File: config.mk
export PLATFORM = sky130hd
export DESIGN_NAME = ctl_re_addr_gen
export DESIGN_NICKNAME = d
export VERILOG_FILES = /design/src/rtl/ctl_re_pkg.sv /design/src/rtl/re_nb_base.sv /design/src/rtl/re_scan.sv /design/src/rtl/ctl_re_addr_gen.sv
export SDC_FILE = /design/constraint.sdc
export NUM_CORES = 1
export LEC_CHECK = 0
export CORE_AREA = 2 2 141 130
export CTS_CLUSTER_SIZE = 8
export DETAILED_ROUTE_END_ITERATION = 6
export DIE_AREA = 0 0 143 132
export DONT_BUFFER_PORTS = 1
export PLACE_DENSITY = 0.7
export SLEW_MARGIN = 10
export SYNTH_ARGS = -nofsm -noshare
export SYNTH_HDL_FRONTEND = slang
export SYNTH_HIERARCHICAL = 1
export SYNTH_SLANG_ARGS = --single-unit
File: constraint.sdc
create_clock -name clk_i -period 7.2 [get_ports clk_i]
set_input_delay 1.44 -clock clk_i [delete_from_list [all_inputs] [get_ports clk_i]]
set_output_delay 1.44 -clock clk_i [all_outputs]
set_load 0.01 [all_outputs]
File: src/rtl/ctl_re_pkg.sv
package ctl_re_pkg;
  localparam int unsigned SYM_LAST = 13;

  function automatic logic is_rs_sym(input logic [3:0] s);
    return (s == 4'd5) || (s == 4'd6) || (s == 4'd12) || (s == 4'd13);
  endfunction

  // {supported, k}
  function automatic logic [2:0] bw_class(input logic [6:0] nrb);
    case (nrb)
      7'd6, 7'd25:          return 3'b100;
      7'd15, 7'd50, 7'd75:  return 3'b101;
      7'd100:               return 3'b110;
      default:              return 3'b000;
    endcase
  endfunction
endpackage

File: src/rtl/re_nb_base.sv
module re_nb_base
  import ctl_re_pkg::*;
#(
  parameter int FFT_W  = 12,
  parameter int ADDR_W = 16,
  parameter int CCE_W  = 5,
  parameter int NB_W   = 4,
  parameter int CNT_W  = 11
) (
  input  logic              clk_i,
  input  logic              rst_ni,
  input  logic              load_i,
  input  logic [1:0]        start_sym_i,
  input  logic [2:0]        nprb_i,
  input  logic [1:0]        port_sel_i,
  input  logic [CCE_W-1:0]  first_cce_i,
  input  logic [NB_W-1:0]   nb_idx_i,
  input  logic [6:0]        n_rb_i,
  input  logic [FFT_W-1:0]  fft_size_i,
  input  logic [FFT_W-1:0]  first_carrier_i,
  output logic              cfg_ok_o,
  output logic [ADDR_W-1:0] base_o,
  output logic              port_add_o,
  output logic [CNT_W-1:0]  skip_o
);
  logic [2:0]        cls;
  logic [ADDR_W-1:0] raw_base, base_d;
  logic [5:0]        half_bpc;

  assign cls      = bw_class(n_rb_i);
  assign cfg_ok_o = cls[2] && (start_sym_i != 2'd0) &&
                    (nprb_i == 3'd2 || nprb_i == 3'd4 || nprb_i == 3'd6);

  always_comb begin
    raw_base = ADDR_W'(first_carrier_i) + ADDR_W'(12 * cls[1:0]) + ADDR_W'(nb_idx_i) * ADDR_W'(72);
    base_d   = (raw_base > ADDR_W'(fft_size_i)) ?
               raw_base - (ADDR_W'(fft_size_i) - ADDR_W'(1)) : raw_base;
    case (start_sym_i)
      2'd2:    half_bpc = 6'd33;
      2'd3:    half_bpc = 6'd30;
      default: half_bpc = 6'd36;
    endcase
  end

  always_ff @(posedge clk_i or negedge rst_ni) begin
    if (!rst_ni) begin
      base_o     <= '0;
      port_add_o <= 1'b0;
      skip_o     <= '0;
    end else if (load_i) begin
      base_o     <= base_d;
      port_add_o <= ~port_sel_i[1];
      skip_o     <= CNT_W'(first_cce_i) * CNT_W'(half_bpc);
    end
  end
endmodule

File: src/rtl/re_scan.sv
module re_scan
  import ctl_re_pkg::*;
#(
  parameter int FFT_W  = 12,
  parameter int ADDR_W = 16
) (
  input  logic              clk_i,
  input  logic              rst_ni,
  input  logic              go_i,
  input  logic [1:0]        start_sym_i,
  input  logic [2:0]        nprb_i,
  input  logic [FFT_W-1:0]  fft_size_i,
  output logic              active_o,
  output logic              last_o,
  output logic [ADDR_W-1:0] sym_base_o,
  output logic [6:0]        sc_o
);
  logic [3:0]       sym, km, km_sum;
  logic [6:0]       sc_last;
  logic [FFT_W-1:0] fft_q;
  logic [1:0]       step;
  logic             next_rs;

  assign last_o  = active_o && (sym == 4'(SYM_LAST)) && (sc_o == sc_last);
  assign next_rs = is_rs_sym(sym + 4'd1);
  // jump over reference-signal subcarriers (mod 12 = 0, 5, 10)
  assign step    = (is_rs_sym(sym) && (km == 4'd4 || km == 4'd9 || km == 4'd11)) ? 2'd2 : 2'd1;
  assign km_sum  = km + 4'(step);

  always_ff @(posedge clk_i or negedge rst_ni) begin
    if (!rst_ni) begin
      active_o   <= 1'b0;
      sym        <= '0;
      km         <= '0;
      sc_o       <= '0;
      sc_last    <= '0;
      fft_q      <= '0;
      sym_base_o <= '0;
    end else if (go_i) begin
      active_o   <= 1'b1;
      sym        <= 4'(start_sym_i);
      km         <= '0;
      sc_o       <= '0;
      fft_q      <= fft_size_i;
      sc_last    <= (nprb_i == 3'd2) ? 7'd23 : (nprb_i == 3'd4) ? 7'd47 : 7'd71;
      sym_base_o <= ADDR_W'(fft_size_i) * ADDR_W'(start_sym_i);
    end else if (active_o) begin
      if (last_o) begin
        active_o <= 1'b0;
      end else if (sc_o == sc_last) begin
        sym        <= sym + 4'd1;
        sym_base_o <= sym_base_o + ADDR_W'(fft_q);
        sc_o       <= next_rs ? 7'd1 : 7'd0;
        km         <= next_rs ? 4'd1 : 4'd0;
      end else begin
        sc_o <= sc_o + 7'(step);
        km   <= (km_sum >= 4'd12) ? km_sum - 4'd12 : km_sum;
      end
    end
  end

  p_rs_skip_r2: assert property (@(posedge clk_i) disable iff (!rst_ni)
    active_o && is_rs_sym(sym) |-> (km != 4'd0) && (km != 4'd5) && (km != 4'd10));
  p_sym_range_r1: assert property (@(posedge clk_i) disable iff (!rst_ni)
    active_o |-> (sym >= 4'd1) && (sym <= 4'(SYM_LAST)) && (sc_o <= sc_last));
endmodule

File: src/rtl/ctl_re_addr_gen.sv
module ctl_re_addr_gen
  import ctl_re_pkg::*;
#(
  parameter int FFT_W  = 12,
  parameter int ADDR_W = 16,
  parameter int CCE_W  = 5,
  parameter int NB_W   = 4,
  parameter int CNT_W  = 11
) (
  input  logic              clk_i,
  input  logic              rst_ni,
  input  logic              start_i,
  input  logic [1:0]        start_sym_i,
  input  logic [2:0]        nprb_i,
  input  logic [1:0]        port_sel_i,
  input  logic [CCE_W-1:0]  first_cce_i,
  input  logic [NB_W-1:0]   nb_idx_i,
  input  logic [6:0]        n_rb_i,
  input  logic [FFT_W-1:0]  fft_size_i,
  input  logic [FFT_W-1:0]  first_carrier_i,
  output logic [ADDR_W-1:0] addr_o,
  output logic              valid_o,
  output logic              done_o,
  output logic              error_o
);
  logic              cfg_ok, accept, go, active, last, port_add;
  logic [ADDR_W-1:0] base, sym_base;
  logic [6:0]        sc;
  logic [CNT_W-1:0]  skip, re_cnt;

  assign accept = start_i && !active;
  assign go     = accept && cfg_ok;

  re_nb_base #(.FFT_W(FFT_W), .ADDR_W(ADDR_W), .CCE_W(CCE_W), .NB_W(NB_W), .CNT_W(CNT_W)) u_base (
    .clk_i, .rst_ni, .load_i(go), .start_sym_i, .nprb_i, .port_sel_i, .first_cce_i,
    .nb_idx_i, .n_rb_i, .fft_size_i, .first_carrier_i,
    .cfg_ok_o(cfg_ok), .base_o(base), .port_add_o(port_add), .skip_o(skip)
  );

  re_scan #(.FFT_W(FFT_W), .ADDR_W(ADDR_W)) u_scan (
    .clk_i, .rst_ni, .go_i(go), .start_sym_i, .nprb_i, .fft_size_i,
    .active_o(active), .last_o(last), .sym_base_o(sym_base), .sc_o(sc)
  );

  always_ff @(posedge clk_i or negedge rst_ni) begin
    if (!rst_ni) begin
      re_cnt  <= '0;
      done_o  <= 1'b0;
      error_o <= 1'b0;
    end else begin
      done_o  <= last;
      error_o <= accept && !cfg_ok;
      if (go)          re_cnt <= '0;
      else if (active) re_cnt <= re_cnt + CNT_W'(1);
    end
  end

  assign valid_o = active && (re_cnt >= skip);
  assign addr_o  = base + sym_base + ADDR_W'(sc) + ADDR_W'(port_add);

  p_err_pulse_r8: assert property (@(posedge clk_i) disable iff (!rst_ni)
    error_o |=> !error_o);
  p_err_quiet_r8: assert property (@(posedge clk_i) disable iff (!rst_ni)
    error_o |-> !valid_o && !done_o);
  p_done_pulse_r9: assert property (@(posedge clk_i) disable iff (!rst_ni)
    done_o |=> !done_o);
  p_done_after_scan_r9: assert property (@(posedge clk_i) disable iff (!rst_ni)
    done_o |-> !valid_o && $past(active));
  p_scan_hold_r10: assert property (@(posedge clk_i) disable iff (!rst_ni)
    active && !last |=> active);
  // holds for fft sizes of at least 72
  p_addr_rise_r1: assert property (@(posedge clk_i) disable iff (!rst_ni)
    valid_o && $past(valid_o) |-> addr_o > $past(addr_o));
endmodule

Yosys cells after proc, flatten, opt, wreduce, memory -nomap -nowiden
Cells that the tools add are included.
W data, S select, Z words.
- add/sub/neg operators: 13
- multipliers: 4
- div/mod/pow operators: 0
- magnitude comparators: 3
- equality and inequality tests: 24
- shift-type cells: 0
- mux-type cells: 30
- bitwise operators: 1
- reductions and logical operators: 28
- operators with widths (operator ; number):
    $mux W16 ; 5
    $mux W7 ; 6
    $mux W4 ; 9
    $eq A4 B4 Y1 const B ; 6
    $mux W11 ; 2
    $eq A4 B3 Y1 const B ; 5
    $add A16 B1 Y16 ; 1
    $add A16 B11 Y16 ; 1
    $add A16 B12 Y16 ; 1
    $add A16 B16 Y16 ; 1
    $add A16 B7 Y16 ; 1
    $gt A16 B12 Y1 ; 1
    $sub A16 B16 Y16 ; 1
    $eq A7 B7 Y1 const B ; 2
    $mul A12 B2 Y14 ; 1
    $add A12 B6 Y13 ; 1
    $sub A12 B1 Y13 const B ; 1
    $pmux W6 S2 ; 1
    $add A11 B1 Y11 const B ; 1
    $ge A11 B11 Y1 ; 1
    $mul A5 B6 Y11 ; 1
    $logic_or A1 B1 Y1 ; 10
    $logic_and A1 B1 Y1 ; 9
    $pmux W3 S3 ; 1
    25 further kinds ; 34
- register bits: 92
- bits in latches: 0
- memory bits (writable): 0
- memory bits (read-only): 0
- bits of input ports: 50
- output and inout port bits: 19
- word-level logic and storage cells: 116
- memories: 0

Depth between registers and ports, before layout
- depth in word-level cells: 13
- gate-level depth with buffers: 24
- gate-level depth less buffers: 23

Cells and area by module
Netlist, hierarchy kept.
- modules (own cells, without submodules) (module ; times used ; cells each ; area each (um^2) ; seq. area each (um^2)):
    re_scan ; 1 ; 426 ; 3824.9 ; 1201.2
    re_nb_base ; 1 ; 434 ; 3801.1 ; 700.7
    ctl_re_addr_gen ; 1 ; 207 ; 1799.2 ; 325.3

Least setup slack after synthesis
OpenSTA, ideal clock, no wires.
- path kind: input to register
- start: in n_rb_i[0]
- end: reg u_base.base_o[11]
- data arrival time: 5.683 ns
- path slack: 1.380 ns
- stages on the path: 23
- buffers on the path: 1
- path through: nor2_1 nand2_1 nor4bb_1 ha_1 inv_1 fa_1 inv_1 ha_1 inv_1 fa_1 nor2b_1 o2111ai_1 nand3_1 xor2_1 ha_1 a2111oi_0 o21ai_0 a22o_2 a21oi_2 buf_2 a21oi_1 xnor2_1 a21oi_1
- cells in the longest elaborated chain, start to end: 8
- elaborated cells on any way between the ends: 18
- those cells by class: add/sub: 3; mul: 1; order compare: 1; eq/ne: 6; mux: 2; reduce/logical: 5
- ends and longest elaborated chain (item ; line ; RTL):
    from (decl) ; ctl_re_addr_gen.sv:18 ; input logic [6:0] n_rb_i,
    $eq A7 B4 Y1, or another cell as far along ; ctl_re_pkg.sv:10 ; case (nrb)
    $reduce_or A3 Y1 / $reduce_or A2 Y1 (equally long branches) ; ctl_re_pkg.sv:10 ;
    $pmux W3 S3 * ; ctl_re_pkg.sv:10 ;
    $mul A2 B2 Y4 ; re_nb_base.sv:35 ; raw_base = ADDR_W'(first_carrier_i) + ADDR_W'(12 * cls[1:0]) + ADDR_W'(nb_idx_i) * ADDR_W'(72);
    $add A12 B6 Y13 ; re_nb_base.sv:35 ;
    $add A16 B11 Y16 ; re_nb_base.sv:35 ;
    $sub A16 B16 Y16 / $gt A16 B12 Y1 (equally long branches) ; re_nb_base.sv:37, re_nb_base.sv:36 ;
    $mux W16 ; re_nb_base.sv:36 ; base_d = (raw_base > ADDR_W'(fft_size_i)) ?
    to (signal assigned) ; re_nb_base.sv:51 ; base_o <= base_d;
    to (decl) ; re_nb_base.sv:22 ; output logic [ADDR_W-1:0] base_o,
Mark *: on every way between the ends. The rest lies on a longest branch, timed or not.
A chain may end at the register's enable or synchronous reset.

Worst setup path in the final report
- start: in n_rb_i[0]
- end: reg u_base.base_o[6]
Same word-level chain as after synthesis.

==> results.yml <==
logic_synthesis:
  mappedNetlistNets: 1277
  ys_ff_latch: 89
  synth_area_um2: 9430
  ys_types: 87
  synth-main-ff-cell: "dfrtp_1"
  yosysSeqAreaShare: 0.236
  synth_edf_count: 0
  yosys_warnings: 6
  syn_inst: 1067
  synth_async_sr_flop_share: 1.00
  syn_avg_cell_area_um2: 8.83
sta:
  finalSetupTns_ns: 0
  fin_crit_ns: 6.27
  worstMarginPinSlew_ns: 0.823
  fmax_mhz: 160
  hold_ws_ns: 0.510
  setup_ws_ns: 0.934
  finalCritPeriodShare: 0.870
  slew_headroom: 0.450
  setup_viol: 0
  drv_slew: 0
  fin_skew_ns: 0.0104
  hold_violations: 0
  rsz0062_at_grt: "false"
clock_tree:
  cts_resized: 0
  cts_tree: "done"
  cts.path.max_buffers: 2
  cts_setup_buffers: 0
  cts_made_buffers: 9
  cts-root-buf: "clkbuf_16"
  insertion_delay_ns: 0.35
  clkTransAtPathRegs_ns: 0.07
  cts_hold_buf: 0
  cts_max_level: 3
  cts_sinks: 89
finish:
  area_delta_synth_final_pct: 5.27
  num_antenna_cells: 0
  layoutNonFillerInstCount: 1298
  nets: 1263
  stdcell_area_um2: 9920
  drive_gt1_frac: 0.0737
  mostFrequentLayoutCell: "ha_1"
  final_cell_mix: "ha_1 (132), dfrtp_1 (89), inv_1 (87)"
power:
  leakage_nw: 4.72
  power_density_nw_per_um2: 291
  ir_drop_uv: 148
setup_path:
  r2r_slack_ns: 4.29
  cp-start-kind: "input port"
  worst_ep_arrival_time_ns: 6.45
  crit_type: "input port to flip-flop"
  cp_max_fo: 11
  endpoint_kind: "flip-flop"
  required_ns: 7.39
hold_path:
  hold_path.class: "flip-flop to flip-flop"
global_route:
  grt_max_degree: 90
  track_usage: 0.235
  antenna_found_initial: 0
  gr-total-overflow: 0
  grt_pass1_vias: 7180
  grt_pass1_wl_um: 35700
drt:
  finalWirelength_um: 21500
  drcViolationCount: 0
  vias: 7451
  final_antenna_net_count: 0
  drt_iter0_drc: 504
  vias_per_cell: 5.74
  wl_per_cell_um: 16.6
  dr.pass1.iters: 5
run:
  max_cap_violations: 0
placed_design:
  dp.cells: 1282
  dp_slack_ns: 0.605
  gp_congestion: 0.934
  place_hpwl_um: 16600
  port_buffers: 0
  placed_area_um2: 9600
die:
  core_um2: 17300
  ios: 69
  die_x_um: 143
  chipHeight_um: 132
  rows: 46
  start_util: 0.544
  dieArea_um2: 18900
run_status:
  status: "completed"
[Yosys cell counts, types with 15 or more instances]
master | count | area (µm²)
nand3_1 | 23 | 115
o21a_1 | 15 | 113
nor2_1 | 68 | 255
dfrtp_1 | 89 | 2230
inv_1 | 87 | 327
nand4_1 | 16 | 100
nand2_1 | 83 | 312
fa_1 | 28 | 561
xnor2_1 | 47 | 412
xor2_1 | 32 | 280
clkbuf_1 | 16 | 60.1
o21ai_0 | 39 | 195
nor3_1 | 17 | 85.1
and2_1 | 38 | 238
a21o_1 | 27 | 203
mux2_2 | 20 | 225
a21oi_1 | 86 | 430
ha_1 | 132 | 1650
[path summary, 6_finish.rpt]
path,start,cells past startpoint,endpoint
max,n_rb_i[0],24,u_base/base_o[6]
min,u_base/skip_o[9],1,u_base/skip_o[9]
max reg2reg,u_scan/active_o,7,u_scan/sym_base_o[11]
min reg2reg,u_base/skip_o[9],1,u_base/skip_o[9]
max in group asynchronous,rst_ni,0,u_scan/fft_q[8]
min in group asynchronous,rst_ni,0,u_base/skip_o[8]
[worst max-delay path, cell delays in order]
cell,delay (ns)
nor2_1,0.12
nand2_1,0.08
nor4bb_1,0.29
buf_4,0.18
ha_1,0.23
inv_1,0.07
fa_1,0.41
inv_1,0.07
ha_1,0.16
inv_1,0.05
fa_1,0.40
nor2b_1,0.17
o2111ai_1,0.20
nand3_1,0.16
xor2_1,0.31
ha_1,0.31
a2111oi_0,0.39
o21ai_0,0.16
a22o_2,0.27
a21oi_2,0.48
buf_4,0.26
nor2_1,0.05
a21oi_1,0.11
a21oi_1,0.08
[flip-flops by register name (all words and copies together), names as in the netlist]
signal             flops
u_scan/active_o        1
error_o                1
u_base/base_o         16
u_scan/sc_o            7
u_scan/km              4
u_scan/sym             4
u_base/skip_o         11
u_base/port_add_o      1
u_scan/sym_base_o     16
re_cnt                11
u_scan/sc_last         4
u_scan/fft_q          12
done_o                 1
[where the power goes]
| group | internal [mW] | switching (mW) |
|---|---|---|
| combinational | 0.679 | 0.925 |
| clock | 0.307 | 0.212 |
| sequential | 0.612 | 0.156 |
[cell families (layout without fill, tap and decap cells)]
| family | count (synthesis) | after routing | synth area share |
|---|---|---|---|
| AOI/OAI and AO/OA | 265 | 265 | 0.184 |
| buffers and inverters | 118 | 109 | 0.0530 |
| adders and majority gates | 160 | 160 | 0.235 |
| muxes | 35 | 35 | 0.0406 |
| and+or+nand+nor | 320 | 320 | 0.176 |
| DFF | 89 | 89 | 0.236 |
| xor gates and xnor gates | 80 | 80 | 0.0751 |
[metal layers]
layer / global-route usage / vias to the layer above / share of wire
li1: - / 3764 / -
met1: 0.338 / 3535 / 0.51
met2: 0.362 / 136 / 0.43
met3: 0.0548 / 16 / 0.044
met4: 0.0517 / 0 / 0.016
met5: 0 / - / 0
[final cells by class]
cell class | count | area, µm²
tap | 240 | 300
fill | 1537 | 7400
multi-input combinational | 860 | 6700
sequential | 89 | 2230
clock buffer | 9 | 225
clock inverter | 7 | 101
timing repair buffer | 5 | 37.5
inverter | 88 | 332
[metrics by stage]
step,utilization,power (mW)
finish,0.573,2.89
global route,0.573,3.17
CTS,0.573,2.90
detailed placement,0.554,2.36
global placement,0.554,2.32
floorplan,-,2.04
(Power assumes the default switching activity.)
